===== config.mk =====
export PLATFORM = sky130hd
export DESIGN_NAME = aux_req_framer
export DESIGN_NICKNAME = d
export VERILOG_FILES = /design/src/rtl/aux_frm_pkg.sv /design/src/rtl/aux_frm_buf.sv /design/src/rtl/aux_frm_seq.sv /design/src/rtl/aux_frm_tx.sv /design/src/rtl/aux_req_framer.sv
export SDC_FILE = /design/constraint.sdc
export NUM_CORES = 1
export LEC_CHECK = 0
export BUFFER_PORTS_ARGS = -buffer_cell sky130_fd_sc_hd__clkbuf_2
export CORE_ASPECT_RATIO = 1.25
export CORE_MARGIN = 2
export CORE_UTILIZATION = 55
export CTS_BUF_LIST = sky130_fd_sc_hd__clkbuf_2 sky130_fd_sc_hd__clkbuf_4 sky130_fd_sc_hd__clkbuf_8
export CTS_CLUSTER_DIAMETER = 40
export CTS_CLUSTER_SIZE = 12
export DETAILED_ROUTE_END_ITERATION = 12
export PLACE_DENSITY_LB_ADDON = 0.12
export SLEW_MARGIN = 5
export SYNTH_ARGS = -nofsm -noshare
export SYNTH_HDL_FRONTEND = slang
export SYNTH_SLANG_ARGS = --single-unit

===== constraint.sdc =====
create_clock -name clk -period 3.5 [get_ports clk]
set_input_delay 0.525 -clock clk [delete_from_list [all_inputs] [get_ports clk]]
set_output_delay 0.525 -clock clk [all_outputs]
set_load 0.02 [all_outputs]

===== src/rtl/aux_frm_pkg.sv =====
package aux_frm_pkg;

  typedef enum logic [2:0] {
    ST_IDLE,
    ST_LOAD,
    ST_ACK,
    ST_WAIT,
    ST_GO,
    ST_SEND
  } frm_state_e;

  // Header byte selected by position 0..2 within the frame.
  function automatic logic [7:0] hdr_byte(input logic [3:0]  cmd,
                                          input logic [19:0] addr,
                                          input logic [1:0]  pos);
    logic [7:0] b;
    case (pos)
      2'd0:    b = {cmd, addr[19:16]};
      2'd1:    b = addr[15:8];
      default: b = addr[7:0];
    endcase
    return b;
  endfunction

  // Number of bytes in a frame: header, optional length byte, write payload.
  function automatic int unsigned frame_len(input int unsigned len,
                                            input logic        is_wr);
    int unsigned n;
    n = (len != 0) ? 4 : 3;
    if (is_wr) n = n + len;
    return n;
  endfunction

endpackage


===== src/rtl/aux_frm_buf.sv =====
module aux_frm_buf #(
  parameter int DEPTH = 20,
  parameter int IDX_W = 5
) (
  input  logic             clk,
  input  logic             rst_n,
  input  logic             wr_en,
  input  logic             wr_first,
  input  logic [7:0]       wr_data,
  input  logic [IDX_W-1:0] rd_idx,
  output logic [7:0]       rd_data
);

  logic [7:0]       mem [DEPTH];
  logic [IDX_W-1:0] wptr;
  logic [IDX_W-1:0] wr_at;

  // First write goes to slot 0 with no increment; later writes auto-increment.
  assign wr_at = wr_first ? '0 : wptr;

  always_ff @(posedge clk or negedge rst_n) begin
    if (!rst_n) begin
      wptr <= '0;
    end else if (wr_en) begin
      if (wr_first) wptr <= IDX_W'(1);
      else          wptr <= wptr + IDX_W'(1);
    end
  end

  always_ff @(posedge clk) begin
    if (wr_en) mem[wr_at] <= wr_data;
  end

  assign rd_data = mem[rd_idx];

endmodule


===== src/rtl/aux_frm_seq.sv =====
module aux_frm_seq
  import aux_frm_pkg::*;
#(
  parameter int MAX_LEN = 16,
  parameter int LEN_W   = 5,
  parameter int CNT_W   = 5,
  parameter int DLY_W   = 4
) (
  input  logic                 clk,
  input  logic                 rst_n,
  input  logic                 req_start,
  input  logic [3:0]           req_cmd,
  input  logic [19:0]          req_addr,
  input  logic [LEN_W-1:0]     req_len,
  input  logic                 req_write,
  input  logic [8*MAX_LEN-1:0] req_data,
  input  logic [DLY_W-1:0]     req_delay,
  input  logic                 tx_done,
  input  logic                 last_acc,
  output logic                 req_err,
  output logic                 done_ack,
  output logic                 go,
  output logic [CNT_W-1:0]     tx_count,
  output logic [DLY_W-1:0]     dly_q,
  output logic                 wr_en,
  output logic                 wr_first,
  output logic [7:0]           wr_data
);

  localparam int PW = (MAX_LEN > 1) ? $clog2(MAX_LEN) : 1;

  frm_state_e           state;
  logic [CNT_W-1:0]     k;
  logic [3:0]           cmd_q;
  logic [19:0]          addr_q;
  logic [LEN_W-1:0]     len_q;
  logic                 wr_q;
  logic [8*MAX_LEN-1:0] data_q;
  logic [7:0]           pay_b [MAX_LEN];
  logic [PW-1:0]        pidx;
  logic                 too_big;
  logic                 load_last;

  for (genvar i = 0; i < MAX_LEN; i++) begin : g_pay
    assign pay_b[i] = data_q[8*i +: 8];
  end

  assign too_big   = req_len > LEN_W'(MAX_LEN);
  assign load_last = (k == tx_count - CNT_W'(1));
  assign pidx      = (k >= CNT_W'(4)) ? PW'(k - CNT_W'(4)) : '0;

  always_ff @(posedge clk or negedge rst_n) begin
    if (!rst_n) begin
      state    <= ST_IDLE;
      k        <= '0;
      cmd_q    <= '0;
      addr_q   <= '0;
      len_q    <= '0;
      wr_q     <= 1'b0;
      data_q   <= '0;
      dly_q    <= '0;
      tx_count <= '0;
      req_err  <= 1'b0;
    end else begin
      req_err <= 1'b0;
      case (state)
        ST_IDLE: begin
          if (req_start) begin
            if (too_big) begin
              req_err <= 1'b1;
            end else begin
              cmd_q    <= req_cmd;
              addr_q   <= req_addr;
              len_q    <= req_len;
              wr_q     <= req_write;
              data_q   <= req_data;
              dly_q    <= req_delay;
              tx_count <= CNT_W'(frame_len(32'(req_len), req_write));
              k        <= '0;
              state    <= ST_LOAD;
            end
          end
        end
        ST_LOAD: begin
          k <= k + CNT_W'(1);
          if (load_last) state <= ST_ACK;
        end
        ST_ACK:  state <= ST_WAIT;
        ST_WAIT: if (!tx_done) state <= ST_GO;
        ST_GO:   state <= ST_SEND;
        ST_SEND: if (last_acc) state <= ST_IDLE;
        default: state <= ST_IDLE;
      endcase
    end
  end

  // Byte for frame position k.
  always_comb begin
    if (k < CNT_W'(3))
      wr_data = hdr_byte(cmd_q, addr_q, k[1:0]);
    else if (k == CNT_W'(3) && len_q != '0)
      wr_data = 8'(len_q - LEN_W'(1));
    else
      wr_data = pay_b[pidx];
  end

  assign wr_en    = (state == ST_LOAD);
  assign wr_first = wr_en && (k == '0);
  assign done_ack = (state == ST_ACK);
  assign go       = (state == ST_GO);

  // The direction flag only matters through the count computed at accept.
  logic unused_wr;
  assign unused_wr = wr_q;

endmodule


===== src/rtl/aux_frm_tx.sv =====
module aux_frm_tx #(
  parameter int CNT_W = 5,
  parameter int DLY_W = 4
) (
  input  logic             clk,
  input  logic             rst_n,
  input  logic             go,
  input  logic [DLY_W-1:0] delay,
  input  logic [CNT_W-1:0] count,
  input  logic             byte_ready,
  output logic             byte_valid,
  output logic [CNT_W-1:0] rd_idx,
  output logic             last_acc,
  output logic             active
);

  logic [DLY_W-1:0] dly;
  logic             at_last;

  assign at_last    = (rd_idx == count - CNT_W'(1));
  assign byte_valid = active && (dly == '0);
  assign last_acc   = byte_valid && byte_ready && at_last;

  always_ff @(posedge clk or negedge rst_n) begin
    if (!rst_n) begin
      active <= 1'b0;
      dly    <= '0;
      rd_idx <= '0;
    end else if (go) begin
      active <= 1'b1;
      dly    <= delay;
      rd_idx <= '0;
    end else if (active) begin
      if (dly != '0) begin
        dly <= dly - DLY_W'(1);
      end else if (byte_ready) begin
        if (at_last) active <= 1'b0;
        else         rd_idx <= rd_idx + CNT_W'(1);
      end
    end
  end

endmodule


===== src/rtl/aux_req_framer.sv =====
module aux_req_framer #(
  parameter int MAX_LEN = 16,
  parameter int DLY_W   = 4,
  parameter int LEN_W   = $clog2(MAX_LEN + 1),
  parameter int CNT_W   = $clog2(MAX_LEN + 5)
) (
  input  logic                 clk,
  input  logic                 rst_n,
  input  logic                 req_start,
  input  logic [3:0]           req_cmd,
  input  logic [19:0]          req_addr,
  input  logic [LEN_W-1:0]     req_len,
  input  logic                 req_write,
  input  logic [8*MAX_LEN-1:0] req_data,
  input  logic [DLY_W-1:0]     req_delay,
  output logic                 req_err,
  output logic                 done_ack,
  input  logic                 tx_done,
  output logic                 go,
  output logic [CNT_W-1:0]     tx_count,
  output logic                 busy,
  output logic                 byte_valid,
  input  logic                 byte_ready,
  output logic [7:0]           byte_data
);

  localparam int DEPTH = MAX_LEN + 4;

  logic             load_we;
  logic             load_first;
  logic [7:0]       load_data;
  logic [DLY_W-1:0] dly_q;
  logic [CNT_W-1:0] rd_idx;
  logic             last_acc;
  logic             tx_active;

  aux_frm_seq #(
    .MAX_LEN(MAX_LEN), .LEN_W(LEN_W), .CNT_W(CNT_W), .DLY_W(DLY_W)
  ) u_seq (
    .clk       (clk),
    .rst_n     (rst_n),
    .req_start (req_start),
    .req_cmd   (req_cmd),
    .req_addr  (req_addr),
    .req_len   (req_len),
    .req_write (req_write),
    .req_data  (req_data),
    .req_delay (req_delay),
    .tx_done   (tx_done),
    .last_acc  (last_acc),
    .req_err   (req_err),
    .done_ack  (done_ack),
    .go        (go),
    .tx_count  (tx_count),
    .dly_q     (dly_q),
    .wr_en     (load_we),
    .wr_first  (load_first),
    .wr_data   (load_data)
  );

  aux_frm_buf #(.DEPTH(DEPTH), .IDX_W(CNT_W)) u_buf (
    .clk      (clk),
    .rst_n    (rst_n),
    .wr_en    (load_we),
    .wr_first (load_first),
    .wr_data  (load_data),
    .rd_idx   (rd_idx),
    .rd_data  (byte_data)
  );

  aux_frm_tx #(.CNT_W(CNT_W), .DLY_W(DLY_W)) u_tx (
    .clk        (clk),
    .rst_n      (rst_n),
    .go         (go),
    .delay      (dly_q),
    .count      (tx_count),
    .byte_ready (byte_ready),
    .byte_valid (byte_valid),
    .rd_idx     (rd_idx),
    .last_acc   (last_acc),
    .active     (tx_active)
  );

  assign busy = go | tx_active;

endmodule


# Yosys cells after proc, flatten, opt, wreduce, memory -nomap -nowiden

Memory sizes are Yosys's and may differ from the RTL's.
Cells that the tools add are included.

Add/subtract/negate cells: 8
Multiply operators: 0
Divide/modulo/power cells: 0
Magnitude comparators: 4
Equal/unequal tests: 16
Shift-type cells: 0
Multiplexer cells: 38
Bitwise gates (word level): 3
Reduce and logical (&&, ||, !) cells: 21

Operator list:

| kind                                                                                 | count |
|---|---|
| 5-bit 2-to-1 mux                                                                     | 10 |
| 8-bit binary-select mux with 4-bit select                                            | 1 |
| 8-bit 2-to-1 mux                                                                     | 4 |
| 3-bit 2-to-1 mux                                                                     | 6 |
| 3-bit one-hot mux with 6 select lines                                                | 1 |
| 4-bit 2-to-1 mux                                                                     | 4 |
| 8-bit one-hot mux with 2 select lines                                                | 1 |
| 5-bit by 1-bit adder with 5-bit output (second input constant)                       | 3 |
| 2-bit != test (second input constant)                                                | 7 |
| 5-bit == test                                                                        | 2 |
| 1-bit 2-to-1 mux                                                                     | 10 |
| 5-bit one-hot mux with 2 select lines                                                | 1 |
| 5-bit nonzero test                                                                   | 2 |
| 2-bit nonzero test                                                                   | 4 |
| 3-bit by 2-bit == test with 1-bit output (second input constant)                     | 2 |
| 3-bit == test (second input constant)                                                | 2 |
| 3-bit AND reduction                                                                  | 2 |
| 5-bit by 1-bit subtractor with 6-bit output (second input constant)                  | 1 |
| 5-bit adder                                                                          | 1 |
| 5-bit by 2-bit == test with 1-bit output (second input constant)                     | 1 |
| 5-bit by 3-bit greater-or-equal comparator with 1-bit output (second input constant) | 1 |
| 5-bit greater-or-equal comparator (second input constant)                            | 1 |
| 5-bit > comparator (second input constant)                                           | 1 |
| 1-bit logical AND                                                                    | 5 |
| 17 further kinds                                                                     | 17 |

Register bits after elaboration: 190
Bits in latches: 0
Bits in writable memories: 160
ROM bits: 0
Bits of input ports: 167
Word-level logic and storage cells: 104
Memories: 1

Memory list:

| memory    | words | width | rd ports | clocked after memory_dff | write ports | RTL line          | source |
|---|---|---|---|---|---|---|---|
| u_buf.mem | 20    | 8     | 1        | 0                        | 1           | aux_frm_buf.sv:14 | `logic [7:0] mem [DEPTH];` |

# Logic depth before layout (Yosys ltp)

Gate-level depths: netlist (run 1).

Word-level depth: 8
Mapped depth: 12
Gate-level depth less buffers: 11

# Cells and area by module

Synthesis (run 1) repeated with hierarchy kept, for this count alone.

Cells, all modules: 1417
Area total of the unflattened synthesis: 16175.5 um2

By module, submodules not included:

| module         | times used | cells an instance | area an instance (um2) |
|---|---|---|---|
| aux_frm_seq    | 1          | 1014              | 8889.8 |
| aux_frm_buf    | 1          | 327               | 6556.3 |
| aux_frm_tx     | 1          | 75                | 723.2 |
| aux_req_framer | 1          | 1                 | 6.3 |

# Worst setup path before layout (run 1)

No wires, ideal clock.

Kind: register -> register
From: reg u_seq.k[0]
To: mem u_buf.mem[0][2], data pin
Library setup time: 0.372 ns
Arrival time: 3.223 ns
Required time: 3.128 ns
Path slack: -0.096 ns
Stages on the path, launching flop included: 13
Buffers on the path: 5
Clock period less this slack: 3.596 ns
Cell sequence: dfrtp_1 -> buf_2 -> buf_2 -> inv_1 -> clkbuf_1 -> ha_1 -> a2111o_1 -> buf_4 -> nand2_1 -> buf_2 -> o2111ai_1 -> a311oi_1 -> o31ai_1

Word-level cells in the longest chain between the ends: 8

RTL lines:

| item                                                                                                                        | RTL line             | source |
|---|---|---|
| from (decl)                                                                                                                 | aux_frm_seq.sv:33    | `logic [CNT_W-1:0] k;` |
| from (signal assigned)                                                                                                      | aux_frm_seq.sv:85    | `k <= k + CNT_W'(1);` |
| 4-bit by 3-bit subtractor with 4-bit output or 5-bit by 3-bit greater-or-equal comparator with 1-bit output (tied branches) | aux_frm_seq.sv:50    | `assign pidx = (k >= CNT_W'(4)) ? PW'(k - CNT_W'(4)) : '0;` |
| 4-bit 2-to-1 mux                                                                                                            | aux_frm_seq.sv:50    |  |
| 4-bit inverter with 5-bit output (not written as such)                                                                      | aux_frm_seq.sv:104   | `wr_data = pay_b[pidx];` |
| 8-bit binary-select mux with 4-bit select                                                                                   | aux_frm_seq.sv:104   |  |
| 8-bit 2-to-1 mux (not written as such) (2 in series)                                                                        | aux_frm_seq.sv:104   |  |
| 8-bit 2-to-1 mux                                                                                                            | aux_frm_seq.sv:101   | `else if (k == CNT_W'(3) && len_q != '0)` |
| 8-bit 2-to-1 mux *                                                                                                          | aux_frm_seq.sv:99    | `if (k < CNT_W'(3))` |
| net load_data[2]                                                                                                            | aux_req_framer.sv:31 | `logic [7:0] load_data;` |
| to (decl)                                                                                                                   | aux_frm_buf.sv:14    |  |

The timed path passes the listed nets; every way through them passes the cells marked *. The select of a mux whose other input is x is not followed.

# Final worst setup path (run 1)

From: reg u_seq.k[1]
To: mem u_buf.mem[8][6], data pin

Same word-level chain as after synthesis.

==> results.sh, run 1 <==
export IMPL_worstRegToRegCells=8
export IMPL_critPathRequiredTime_ns=3.73
export IMPL_ant_nets=0
export IMPL_worst_reg2reg_endpoint="u_buf.mem[8][6]"
export IMPL_ys_ff_latch=350
export IMPL_final_cell_area_sq_um=18200
export IMPL_cts_tree="yes"
export IMPL_tightestPinTransition_ns=0.864
export IMPL_async_flop_share_pct=54.3
export IMPL_intPower_w=0.0115
export IMPL_syn_cell_area_sq_um=15800
export IMPL_critPathArrivalTime_ns=3.42
export IMPL_timing_critical_path_fanout_max=20
export IMPL_grt_setup_unrepaired="false"
export IMPL_post_route_cells_drive_above_1_share_pct=41.4
export IMPL_ioPinCount=185
export IMPL_cts_max_level=2
export IMPL_gr_usage_met1_pct=31.4
export IMPL_port_buffers=184
export IMPL_dieWidth_um=155
export IMPL_max_vdd_ir_drop_mv=0.580
export IMPL_worst_path_dominant_cell_family="compound AO/OA/AOI/OAI gates"
export IMPL_leak_nw=7.38
export IMPL_totalNegativeSetupSlack_ns=0
export IMPL_design_die_area_sq_um=30000
export IMPL_seq_area_frac_synth_pct=60.6
export IMPL_timing_final_hold_violations=0
export IMPL_number_of_global_route_vias_before_repair=10503
export IMPL_timing_critical_path_slowest_stage_cell="sky130_fd_sc_hd__o31a_1"
export IMPL_synthDistinctLibCells=78
export IMPL_design_core_area_sq_um=28300
export IMPL_clock_sink_count=350
export IMPL_timing_setup_critical_path_class="flop to flop"
export IMPL_min_path_cells=2
export IMPL_grt_met2_usage_pct=45.8
export IMPL_dominantRegCellSynth="sky130_fd_sc_hd__dfrtp_1"
export IMPL_holdCritStartpoint="req_cmd[3]"
export IMPL_drt_initial_drc_count=695
export IMPL_mostFrequentLayoutCell="sky130_fd_sc_hd__dfrtp_1"
export IMPL_routed_wl_mm=37.4
export IMPL_power_switching_w=0.00681
export IMPL_pwr_share_comb_pct=43.8
export IMPL_setup_slack_ns=0.305
export IMPL_grt_pass1_wl_mm=59.0
export IMPL_fin_nets=1471
export IMPL_starting_density_pct=55.7
export IMPL_placementRows=69
export IMPL_cts_reportedPaths_clkPinSlew_ns=0.08
export IMPL_max_freq_ghz=0.313
export IMPL_dpl_instance_area_sq_um=17300
export IMPL_drt_pass1_iterations=5
export IMPL_grt_start_max_net_pins=79
export IMPL_synthToLayoutAreaGrowth_pct=15.2
export IMPL_routedWlPerCell_um=22.4
export IMPL_clk_insertion_delay_late_ns=0.55
export IMPL_worst_r2r_setup_slack_ns=0.31
export IMPL_cts_root_buffer_cell="sky130_fd_sc_hd__clkbuf_8"
export IMPL_synth_yosys_warnings=0
export IMPL_num_fill_cells=2182
export IMPL_clock_power_share_pct=15.4
export IMPL_cp_start_kind="flop"
export IMPL_finalCriticalPeriod_ns=3.19
export IMPL_chip_height_um=193
export IMPL_finalSetupViolations=0
export IMPL_end_kind="flop"
export IMPL_swShare_pct=37.1
export IMPL_via_per_inst=5.94
export IMPL_min_to="u_seq.cmd_q[3]"
export IMPL_outcome="completed"
export IMPL_cts_made_buffers=39
export IMPL_worst_slew_margin_rel_pct=41.7
export IMPL_num_vias=9911
export IMPL_number_of_antenna_violations_at_the_first_check_in_global_routing=0
export IMPL_power_density_cell_area_nw_per_um2=1010
export IMPL_critPathMaxStageDelay_ns=0.66
export IMPL_synthesis_instances=1070
export IMPL_post_synth_cell_area_avg_sq_um=14.7
export IMPL_ctsLongestPathBuffers=3
export IMPL_fin_worst_skew_ns=0.0185
export IMPL_place_congestion=0.924
export IMPL_pre_cts_slack_ns=0.198
export IMPL_hold_path_class="input pin to flop"
export IMPL_net_count_of_the_mapped_netlist=1253
export IMPL_globalRouteOverflowTotal=0
export IMPL_number_of_enable_flip_flop_cells_after_synthesis=160
export IMPL_gr_max_usage_layer="met2"
export IMPL_layout_cells_most_common_list="sky130_fd_sc_hd__dfrtp_1 (188), sky130_fd_sc_hd__clkbuf_2 (183), sky130_fd_sc_hd__mux2_2 (164)"
export IMPL_maxSlewViolCount=0
export IMPL_grt_total_usage_pct=25.5
export IMPL_critical_path_cell_chain="inv_1, ha_1, a2111o_1, buf_4, nand2_1, o311ai_0, a21oi_1, o31a_1"
export IMPL_drv_max_cap_violation_count=0
export IMPL_post_route_period_util_pct=91.3
export IMPL_drt_drc_violations_left=0
export IMPL_hpwlAfterDp_mm=27.2
export IMPL_use_met3_pct=4.08
export IMPL_seqPwrFrac_pct=40.8
export IMPL_worstReg2RegStart="u_seq.k[1]"
export IMPL_worst_path_buf_inv=2
-- sequential cells by signal, summed over array words and instances (netlist names), 5 cells and up --
name            count
u_seq.tx_count      5
u_tx.rd_idx         5
u_seq.k             5
u_seq.len_q         5
u_seq.addr_q       20
u_seq.data_q      128
u_buf.wptr          5
u_buf.mem         160
-- worst max path at each step --
stage / from / endpoint / cells past startpoint
after floorplan: u_seq.k[0] / u_buf.mem[0][3] / 11
after global placement: u_seq.k[1] / u_buf.mem[16][2] / 7
after detailed placement: u_seq.k[1] / u_buf.mem[16][2] / 8
after CTS: u_seq.k[1] / u_buf.mem[14][2] / 8
after global routing: u_seq.k[1] / u_buf.mem[8][6] / 8
final: u_seq.k[1] / u_buf.mem[8][6] / 8
-- layer usage --
| layer | wire length, um | vias to the layer above |
|---|---|---|
| met3 | 2000 | 81 |
| met4 | 1320 | 0 |
| met1 | 14400 | 5005 |
| met2 | 19700 | 313 |
| met5 | 0 | - |
| li1 | - | 4512 |
-- Yosys cell counts, drive strengths merged, types with 3 or more instances --
cell	n	area share, %
or3	3	0.12
o22ai	7	0.28
a22oi	4	0.19
buf	36	1.3
nor3	19	0.60
nand4	5	0.20
o211ai	5	0.24
dfrtp	190	30
o2111ai	10	0.56
and3	5	0.20
o31ai	3	0.14
or4	3	0.14
ha	15	1.2
edfxtp	160	30
clkbuf	26	0.62
and2	8	0.32
mux2i	13	0.83
a31o	3	0.17
nand2	71	1.7
a211o	6	0.33
mux2	164	12
a31oi	5	0.24
nand3	16	0.51
xor2	5	0.28
a21oi	24	0.76
nand3b	4	0.19
a22o	4	0.22
mux4	58	8.3
nor2	49	1.2
nor2b	3	0.12
inv	24	0.57
a21o	5	0.24
or2	3	0.12
o21ai	30	0.95
xnor2	13	0.72
nand2b	12	0.48
a211oi	10	0.56
a2111oi	7	0.55
o221ai	4	0.22
-- power by group through the flow --
| stage | Combinational (W) | Clock (W) | Sequential, W |
|---|---|---|---|
| CTS | 0.00804 | 0.00290 | 0.00747 |
| floorplan | 0.00556 | 0 | 0.00721 |
| finish | 0.00802 | 0.00283 | 0.00748 |
| global placement | 0.00783 | 0 | 0.00752 |
| detailed placement | 0.00801 | 0 | 0.00756 |
| global route | 0.00876 | 0.00306 | 0.00762 |
-- repair_timing --
action                     4_1_cts  5_1_grt
hold buffers                     1        0
setup buffers                    0        0
setup endpoints to repair        0       20
hold endpoints to repair         2        0
resized for setup                0        1
-- stage by stage --
step	power, W	util [%]	hold WS [ns]	cells
finish	0.0183	64.1	0.204	1668
detailed placement	0.0156	61.2	0.483	1601
global placement	0.0153	61.2	0.465	1601
floorplan	0.0128	-	0.229	1070
CTS	0.0184	64.1	0.179	1667
global route	0.0194	64.1	0.176	1667
-- cell type report --
| type | count | area, sq um | share of cell area [%] |
|---|---|---|---|
| flip-flops and latches | 350 | 9560 | 52.7 |
| multi-input cells | 632 | 5820 | 32.1 |
| repair buffers | 239 | 1420 | 7.82 |
| clock buffers | 55 | 688 | 3.79 |
| well taps | 355 | 444 | 2.45 |
| clock inverters | 10 | 118 | 0.648 |
| inverters | 26 | 97.6 | 0.538 |
| diodes | 1 | 2.50 | 0.0138 |
-- cells by family (layout without fill, tap and decap cells) --
group,Yosys count,in the layout,synth area share (%)
DFF,350,350,60.6
muxes,235,235,20.8
and+or+nand+nor,212,212,6.44
AOI/OAI and AO/OA,149,149,6.94
buffers and inverters,88,330,2.53
xor gates and xnor gates,20,20,1.29
adders and majority gates,16,16,1.32
other,0,1,0
Note: power is estimated with default switching activity, not from simulation.
==> run 2: changes to the inputs <==
--- a/config.mk
+++ b/config.mk
@@ -14,6 +14,7 @@
 export CTS_CLUSTER_SIZE = 12
 export DETAILED_ROUTE_END_ITERATION = 12
 export PLACE_DENSITY_LB_ADDON = 0.12
+export SETUP_SLACK_MARGIN = 0.5
 export SLEW_MARGIN = 5
 export SYNTH_ARGS = -nofsm -noshare
 export SYNTH_HDL_FRONTEND = slang
==> run 2 against run 1 <==
Clock power up 5%; fmax up 2.8%; core utilization up 2.0 points; worst setup slack better by 0.088 ns; highest routed layer is now met5; combinational power up 18%; wire length up 8.3%.
==> results.sh, run 2 (synthesized netlist as in run 1, its figures left out) <==
export IMPL_outcome="completed"
export IMPL_worst_slew_margin_rel_pct=33.0
export IMPL_critPathArrivalTime_ns=2.58
export IMPL_dieWidth_um=155
export IMPL_placementRows=69
export IMPL_totalNegativeSetupSlack_ns=0
export IMPL_grt_pass1_wl_mm=60.6
export IMPL_power_switching_w=0.00759
export IMPL_drv_max_cap_violation_count=0
export IMPL_design_die_area_sq_um=30000
export IMPL_timing_final_hold_violations=0
export IMPL_registers_top_by_ff_count="u_buf.mem"
export IMPL_setup_slack_ns=0.393
export IMPL_worst_r2r_setup_slack_ns=0.55
export IMPL_num_vias=10214
export IMPL_power_density_cell_area_nw_per_um2=1070
export IMPL_critical_path_cell_chain="buf_4, buf_12, mux4_2, mux4_2, nand2_1, nand2_1, buf_2"
export IMPL_multi_input_area_sq_um=6070
export IMPL_num_fill_cells=2096
export IMPL_post_place_cells=1603
export IMPL_worst_path_buf_inv=3
export IMPL_worstRegToRegCells=9
export IMPL_holdCritStartpoint="req_data[9]"
export IMPL_cts_root_buffer_cell="sky130_fd_sc_hd__clkbuf_8"
export IMPL_drt_initial_drc_count=757
export IMPL_timing_setup_critical_path_class="flop to output port"
export IMPL_cts_made_buffers=40
export IMPL_swShare_pct=38.1
export IMPL_totalPowerFinal_w=0.0199
export IMPL_leak_nw=7.58
export IMPL_via_per_inst=6.02
export IMPL_post_route_period_util_pct=88.8
export IMPL_max_freq_ghz=0.322
export IMPL_grt_setup_unrepaired="true"
export IMPL_number_of_antenna_violations_at_the_first_check_in_global_routing=1
export IMPL_clk_insertion_delay_late_ns=0.57
export IMPL_fin_worst_skew_ns=0.0310
export IMPL_finalSetupViolations=0
export IMPL_starting_density_pct=55.7
export IMPL_drt_drc_violations_left=0
export IMPL_cts_tree="yes"
export IMPL_layout_cells_most_common_list="sky130_fd_sc_hd__dfrtp_1 (187), sky130_fd_sc_hd__clkbuf_2 (178), sky130_fd_sc_hd__mux2_2 (164)"
export IMPL_number_of_global_route_vias_before_repair=10445
export IMPL_place_congestion=0.902
export IMPL_chip_height_um=193
export IMPL_cp_start_kind="flop"
export IMPL_ctsLongestPathBuffers=3
export IMPL_port_buffers=184
export IMPL_critPathMaxStageDelay_ns=0.52
export IMPL_grt_total_usage_pct=26.8
export IMPL_min_to="u_seq.data_q[9]"
export IMPL_max_vdd_ir_drop_mv=0.740
export IMPL_hold_path_class="input pin to flop"
export IMPL_hpwlAfterDp_mm=27.3
export IMPL_worst_reg2reg_endpoint="u_buf.mem[11][2]"
export IMPL_register_area_sq_um=9560
export IMPL_post_layout_nonfiller_instances=1696
export IMPL_pwr_share_comb_pct=47.4
export IMPL_seqPwrFrac_pct=37.7
export IMPL_largestRegisters="u_buf.mem (160), u_seq.data_q (128), u_seq.addr_q (20)"
export IMPL_routed_wl_mm=40.5
export IMPL_clock_sink_count=350
export IMPL_design_core_area_sq_um=28300
export IMPL_tightestPinTransition_ns=1.01
export IMPL_critPathRequiredTime_ns=2.97
export IMPL_end_kind="output port"
export IMPL_synthToLayoutAreaGrowth_pct=18.7
export IMPL_post_route_cells_drive_above_1_share_pct=44.3
export IMPL_grt_start_max_net_pins=80
export IMPL_min_path_cells=2
export IMPL_worstReg2RegStart="u_seq.k[1]"
export IMPL_largest_register_ffs=160
export IMPL_finalCriticalPeriod_ns=3.11
export IMPL_clock_power_share_pct=14.8
export IMPL_globalRouteOverflowTotal=0
export IMPL_maxSlewViolCount=0
export IMPL_fin_nets=1496
export IMPL_cts_max_level=2
export IMPL_timing_critical_path_slowest_stage_cell="sky130_fd_sc_hd__mux4_2"
export IMPL_drt_pass1_iterations=5
export IMPL_ioPinCount=185
export IMPL_cts_reportedPaths_clkPinSlew_ns=0.08
export IMPL_routedWlPerCell_um=23.9
export IMPL_ant_nets=0
export IMPL_pre_cts_slack_ns=0.0418
export IMPL_intPower_w=0.0123
export IMPL_timing_critical_path_fanout_max=10
export IMPL_mostFrequentLayoutCell="sky130_fd_sc_hd__dfrtp_1"
export IMPL_worst_path_dominant_cell_family="multiplexers"
export IMPL_antenna_diode_count=0
[run 2: cell types whose count changed in the layout (fill, tap and decap cells not counted), moves of 3 or more]
cell	change
sky130_fd_sc_hd__buf_12	+4
sky130_fd_sc_hd__clkinv_2	+3
sky130_fd_sc_hd__o2111ai_1	-4
sky130_fd_sc_hd__clkbuf_2	-5
sky130_fd_sc_hd__buf_6	+3
sky130_fd_sc_hd__o2111ai_2	+4
sky130_fd_sc_hd__a32oi_4	+3
sky130_fd_sc_hd__buf_4	+12
[run 2: worst max-delay path by stage]
| stage | slack [ns] | cells past startpoint | startpoint | endpoint |
|---|---|---|---|---|
| global route | 0.31 | 6 | u_tx.rd_idx[0] | byte_data[6] |
| global placement | 0.17 | 7 | u_seq.k[1] | u_buf.mem[16][2] |
| CTS | 0.35 | 6 | u_tx.rd_idx[0] | byte_data[3] |
| floorplan | 0.49 | 8 | u_seq.k[2] | u_buf.mem[17][0] |
| finish | 0.39 | 7 | u_tx.rd_idx[0] | byte_data[0] |
| detailed placement | 0.04 | 7 | u_seq.k[1] | u_buf.mem[1][2] |
[run 2: per-layer routing]
| layer | GRT usage, % | wire [um] | vias to the layer above | share of wire, % |
|---|---|---|---|---|
| li1 | - | - | 4586 | - |
| met1 | 33.4 | 15100 | 5116 | 37 |
| met2 | 47.6 | 20900 | 408 | 52 |
| met3 | 4.55 | 2980 | 102 | 7.3 |
| met4 | 8.80 | 1530 | 2 | 3.8 |
| met5 | 0 | 12 | - | 0.030 |
[run 2: final cells by class]
class / instances / share of cell area, %
clock buffers: 57 / 3.79
well taps: 355 / 2.37
clock inverters: 13 / 0.749
flip-flops and latches: 350 / 51.1
multi-input cells: 636 / 32.5
repair buffers: 259 / 9.01
inverters: 26 / 0.521
[run 2: power groups by stage]
stage / registers (W) / clock network, W / logic [W]
6_report: 0.00752 / 0.00296 / 0.00945
3_5_place_dp: 0.00761 / 0 / 0.00791
3_3_place_gp: 0.00757 / 0 / 0.00775
2_1_floorplan: 0.00720 / 0 / 0.00568
4_1_cts: 0.00751 / 0.00301 / 0.00878
5_1_grt: 0.00765 / 0.00317 / 0.0101
[run 2: through the flow]
stage	instance area, sq um	hold WS [ns]	util [%]
after floorplan	15800	0.229	-
final	18700	0.182	66.1
after global placement	17400	0.458	61.3
after CTS	18500	0.156	65.5
after global routing	18700	0.170	66.1
after detailed placement	17400	0.466	61.3
[run 2: repair_timing]
item | in CTS | in global routing
setup buffers | 12 | 4
setup endpoints to repair | 148 | 168
hold buffers | 1 | 0
resized for setup | 24 | 16
hold endpoints to repair | 19 | 0
gates cloned | 4 | 2
pin swaps | 4 | 7
==> run 3: changes to the inputs <==
--- a/config.mk
+++ b/config.mk
@@ -7,7 +7,7 @@
 export LEC_CHECK = 0
 export BUFFER_PORTS_ARGS = -buffer_cell sky130_fd_sc_hd__clkbuf_2
 export CORE_ASPECT_RATIO = 1.25
-export CORE_MARGIN = 2
+export CORE_MARGIN = 1
 export CORE_UTILIZATION = 55
 export CTS_BUF_LIST = sky130_fd_sc_hd__clkbuf_2 sky130_fd_sc_hd__clkbuf_4 sky130_fd_sc_hd__clkbuf_8
 export CTS_CLUSTER_DIAMETER = 40
==> run 3 against run 2 <==
Sequential cell count unchanged; core utilization rose by 0.95 points; register-to-register slack hardly changed; largest power group unchanged; global-route usage rose by 0.38 points; power shrank 1.2%; clock skew shrank 0.0060 ns.
==> results.sh, run 3 (synthesized netlist as in run 1, its figures left out) <==
export IMPL_timing_setup_critical_path_class="flop to output port"
export IMPL_end_kind="output port"
export IMPL_placementRows=68
export IMPL_register_area_sq_um=9560
export IMPL_finalCriticalPeriod_ns=3.09
export IMPL_cts_root_buffer_cell="sky130_fd_sc_hd__clkbuf_8"
export IMPL_critPathRequiredTime_ns=2.97
export IMPL_via_per_inst=6.02
export IMPL_cts_tree="yes"
export IMPL_worstReg2RegStart="u_seq.k[1]"
export IMPL_max_freq_ghz=0.323
export IMPL_cts_reportedPaths_clkPinSlew_ns=0.07
export IMPL_dieWidth_um=153
export IMPL_final_core_util_pct=67.0
export IMPL_chip_height_um=191
export IMPL_clk_insertion_delay_late_ns=0.56
export IMPL_worst_reg2reg_endpoint="u_buf.mem[14][6]"
export IMPL_layout_cells_most_common_list="sky130_fd_sc_hd__dfrtp_1 (187), sky130_fd_sc_hd__clkbuf_2 (179), sky130_fd_sc_hd__mux2_2 (164)"
export IMPL_routed_wl_mm=39.4
export IMPL_ioPinCount=185
export IMPL_ctsLongestPathBuffers=3
export IMPL_place_congestion=0.869
export IMPL_routedWlPerCell_um=23.4
export IMPL_fin_worst_skew_ns=0.0250
export IMPL_worst_slew_margin_rel_pct=38.8
export IMPL_critPathMaxStageDelay_ns=0.50
export IMPL_design_core_area_sq_um=27900
export IMPL_mostFrequentLayoutCell="sky130_fd_sc_hd__dfrtp_1"
export IMPL_drt_drc_violations_left=0
export IMPL_fin_nets=1489
export IMPL_timing_critical_path_slowest_stage_cell="sky130_fd_sc_hd__mux4_2"
export IMPL_hpwlAfterDp_mm=27.1
export IMPL_critical_path_cell_chain="buf_8, buf_12, mux4_2, mux4_2, nand2_1, nand2_2, buf_4"
export IMPL_drv_max_cap_violation_count=0
export IMPL_multi_input_area_sq_um=6010
export IMPL_leak_nw=7.59
export IMPL_maxSlewViolCount=0
export IMPL_cts_made_buffers=42
export IMPL_cp_start_kind="flop"
export IMPL_num_fill_cells=2017
export IMPL_cts_max_level=2
export IMPL_largest_register_ffs=160
export IMPL_number_of_antenna_violations_at_the_first_check_in_global_routing=1
export IMPL_critPathMostFrequentCell="sky130_fd_sc_hd__mux4_2"
export IMPL_timing_final_hold_violations=0
export IMPL_starting_density_pct=56.5
export IMPL_clock_sink_count=350
export IMPL_worst_r2r_setup_slack_ns=0.55
export IMPL_post_route_period_util_pct=88.4
export IMPL_drt_pass1_iterations=5
export IMPL_globalRouteOverflowTotal=0
export IMPL_hold_path_class="input pin to asynchronous set/reset pin"
export IMPL_number_of_global_route_vias_before_repair=10512
export IMPL_max_vdd_ir_drop_mv=0.559
export IMPL_outcome="completed"
export IMPL_grt_pass1_wl_mm=59.5
export IMPL_worstRegToRegCells=10
export IMPL_registers_top_by_ff_count="u_buf.mem"
export IMPL_tightestPinTransition_ns=0.918
export IMPL_synthToLayoutAreaGrowth_pct=18.7
export IMPL_power_density_cell_area_nw_per_um2=1050
export IMPL_totalNegativeSetupSlack_ns=0
export IMPL_grt_start_max_net_pins=111
export IMPL_grt_total_usage_pct=27.2
export IMPL_post_route_cells_drive_above_1_share_pct=43.9
export IMPL_grt_setup_unrepaired="true"
export IMPL_critPathArrivalTime_ns=2.57
export IMPL_timing_critical_path_fanout_max=6
export IMPL_num_vias=10154
export IMPL_port_buffers=184
export IMPL_drt_initial_drc_count=726
export IMPL_ant_nets=0
export IMPL_finalSetupViolations=0
export IMPL_largestRegisters="u_buf.mem (160), u_seq.data_q (128), u_seq.addr_q (20)"
export IMPL_design_die_area_sq_um=29300
run 3: cell types whose count changed in the layout (fill, tap and decap cells not counted), moves of 3 or more:
cell                        delta
sky130_fd_sc_hd__bufinv_16     +4
sky130_fd_sc_hd__o2111ai_2     -4
sky130_fd_sc_hd__buf_4         -3
sky130_fd_sc_hd__nand2_1       -5
sky130_fd_sc_hd__inv_6         -3
sky130_fd_sc_hd__o2111ai_1     +4
sky130_fd_sc_hd__nand2_2       +5
run 3: repair_timing:
action / 4_1_cts / 5_1_grt
cloned: 2 / 3
gates resized for setup: 19 / 21
endpoints found under the hold margin: 0 / 0
hold buffers: 0 / 0
pin swaps: 2 / 8
endpoints found under the setup margin: 127 / 101
buffers inserted: 6 / 1
run 3: per-layer routing:
layer | GRT usage [%] | share of wire (%) | vias up | wire, um
li1 | - | - | 4561 | -
met1 | 32.9 | 38 | 5131 | 15000
met2 | 48.6 | 52 | 378 | 20400
met3 | 4.42 | 6.5 | 84 | 2580
met4 | 11.2 | 3.6 | 0 | 1430
met5 | 0 | 0 | - | 0
run 3: cell type report:
type | instances | area share, %
flip-flops and latches | 350 | 51.1
well taps | 350 | 2.34
diodes | 1 | 0.0134
clock inverters | 18 | 1.45
multi-input cells | 635 | 32.1
repair buffers | 251 | 8.58
inverters | 26 | 0.522
clock buffers | 57 | 3.83
run 3: how the worst max path moves through the flow:
stage / start / endpoint / slack (ns) / cells after the start
after floorplan: u_seq.k[2] / u_buf.mem[17][0] / 0.49 / 8
after global placement: u_seq.k[1] / u_buf.mem[6][2] / 0.27 / 8
after detailed placement: u_seq.k[1] / u_buf.mem[7][2] / 0.12 / 8
after CTS: u_tx.rd_idx[0] / byte_data[1] / 0.33 / 7
after global routing: u_tx.rd_idx[0] / byte_data[4] / 0.33 / 6
final: u_tx.rd_idx[0] / byte_data[3] / 0.41 / 7
run 3: critical path: cells and delay by family (launching register included):
family | cells | cell delay, ns
buffers and inverters | 3 | 0.45
AND/OR/NAND/NOR | 2 | 0.19
flip-flops | 1 | 0.40
multiplexers | 2 | 0.97
run 3: through the flow:
stage | setup WS [ns] | cells | area, sq um | total power (W) | hold slack [ns]
CTS | 0.328 | 1683 | 18600 | 0.0193 | 0.108
detailed placement | 0.122 | 1600 | 17400 | 0.0156 | 0.467
finish | 0.405 | 1688 | 18700 | 0.0197 | 0.0572
global placement | 0.275 | 1600 | 17400 | 0.0154 | 0.459
global route | 0.329 | 1687 | 18700 | 0.0207 | 0.133
floorplan | 0.491 | 1070 | 15800 | 0.0129 | 0.229
run 3: power breakdown:
| group | total, W | internal (W) | switching [W] |
|---|---|---|---|
| registers | 0.00752 | 0.00664 | 0.000887 |
| logic | 0.00885 | 0.00388 | 0.00497 |
| clock network | 0.00332 | 0.00181 | 0.00151 |
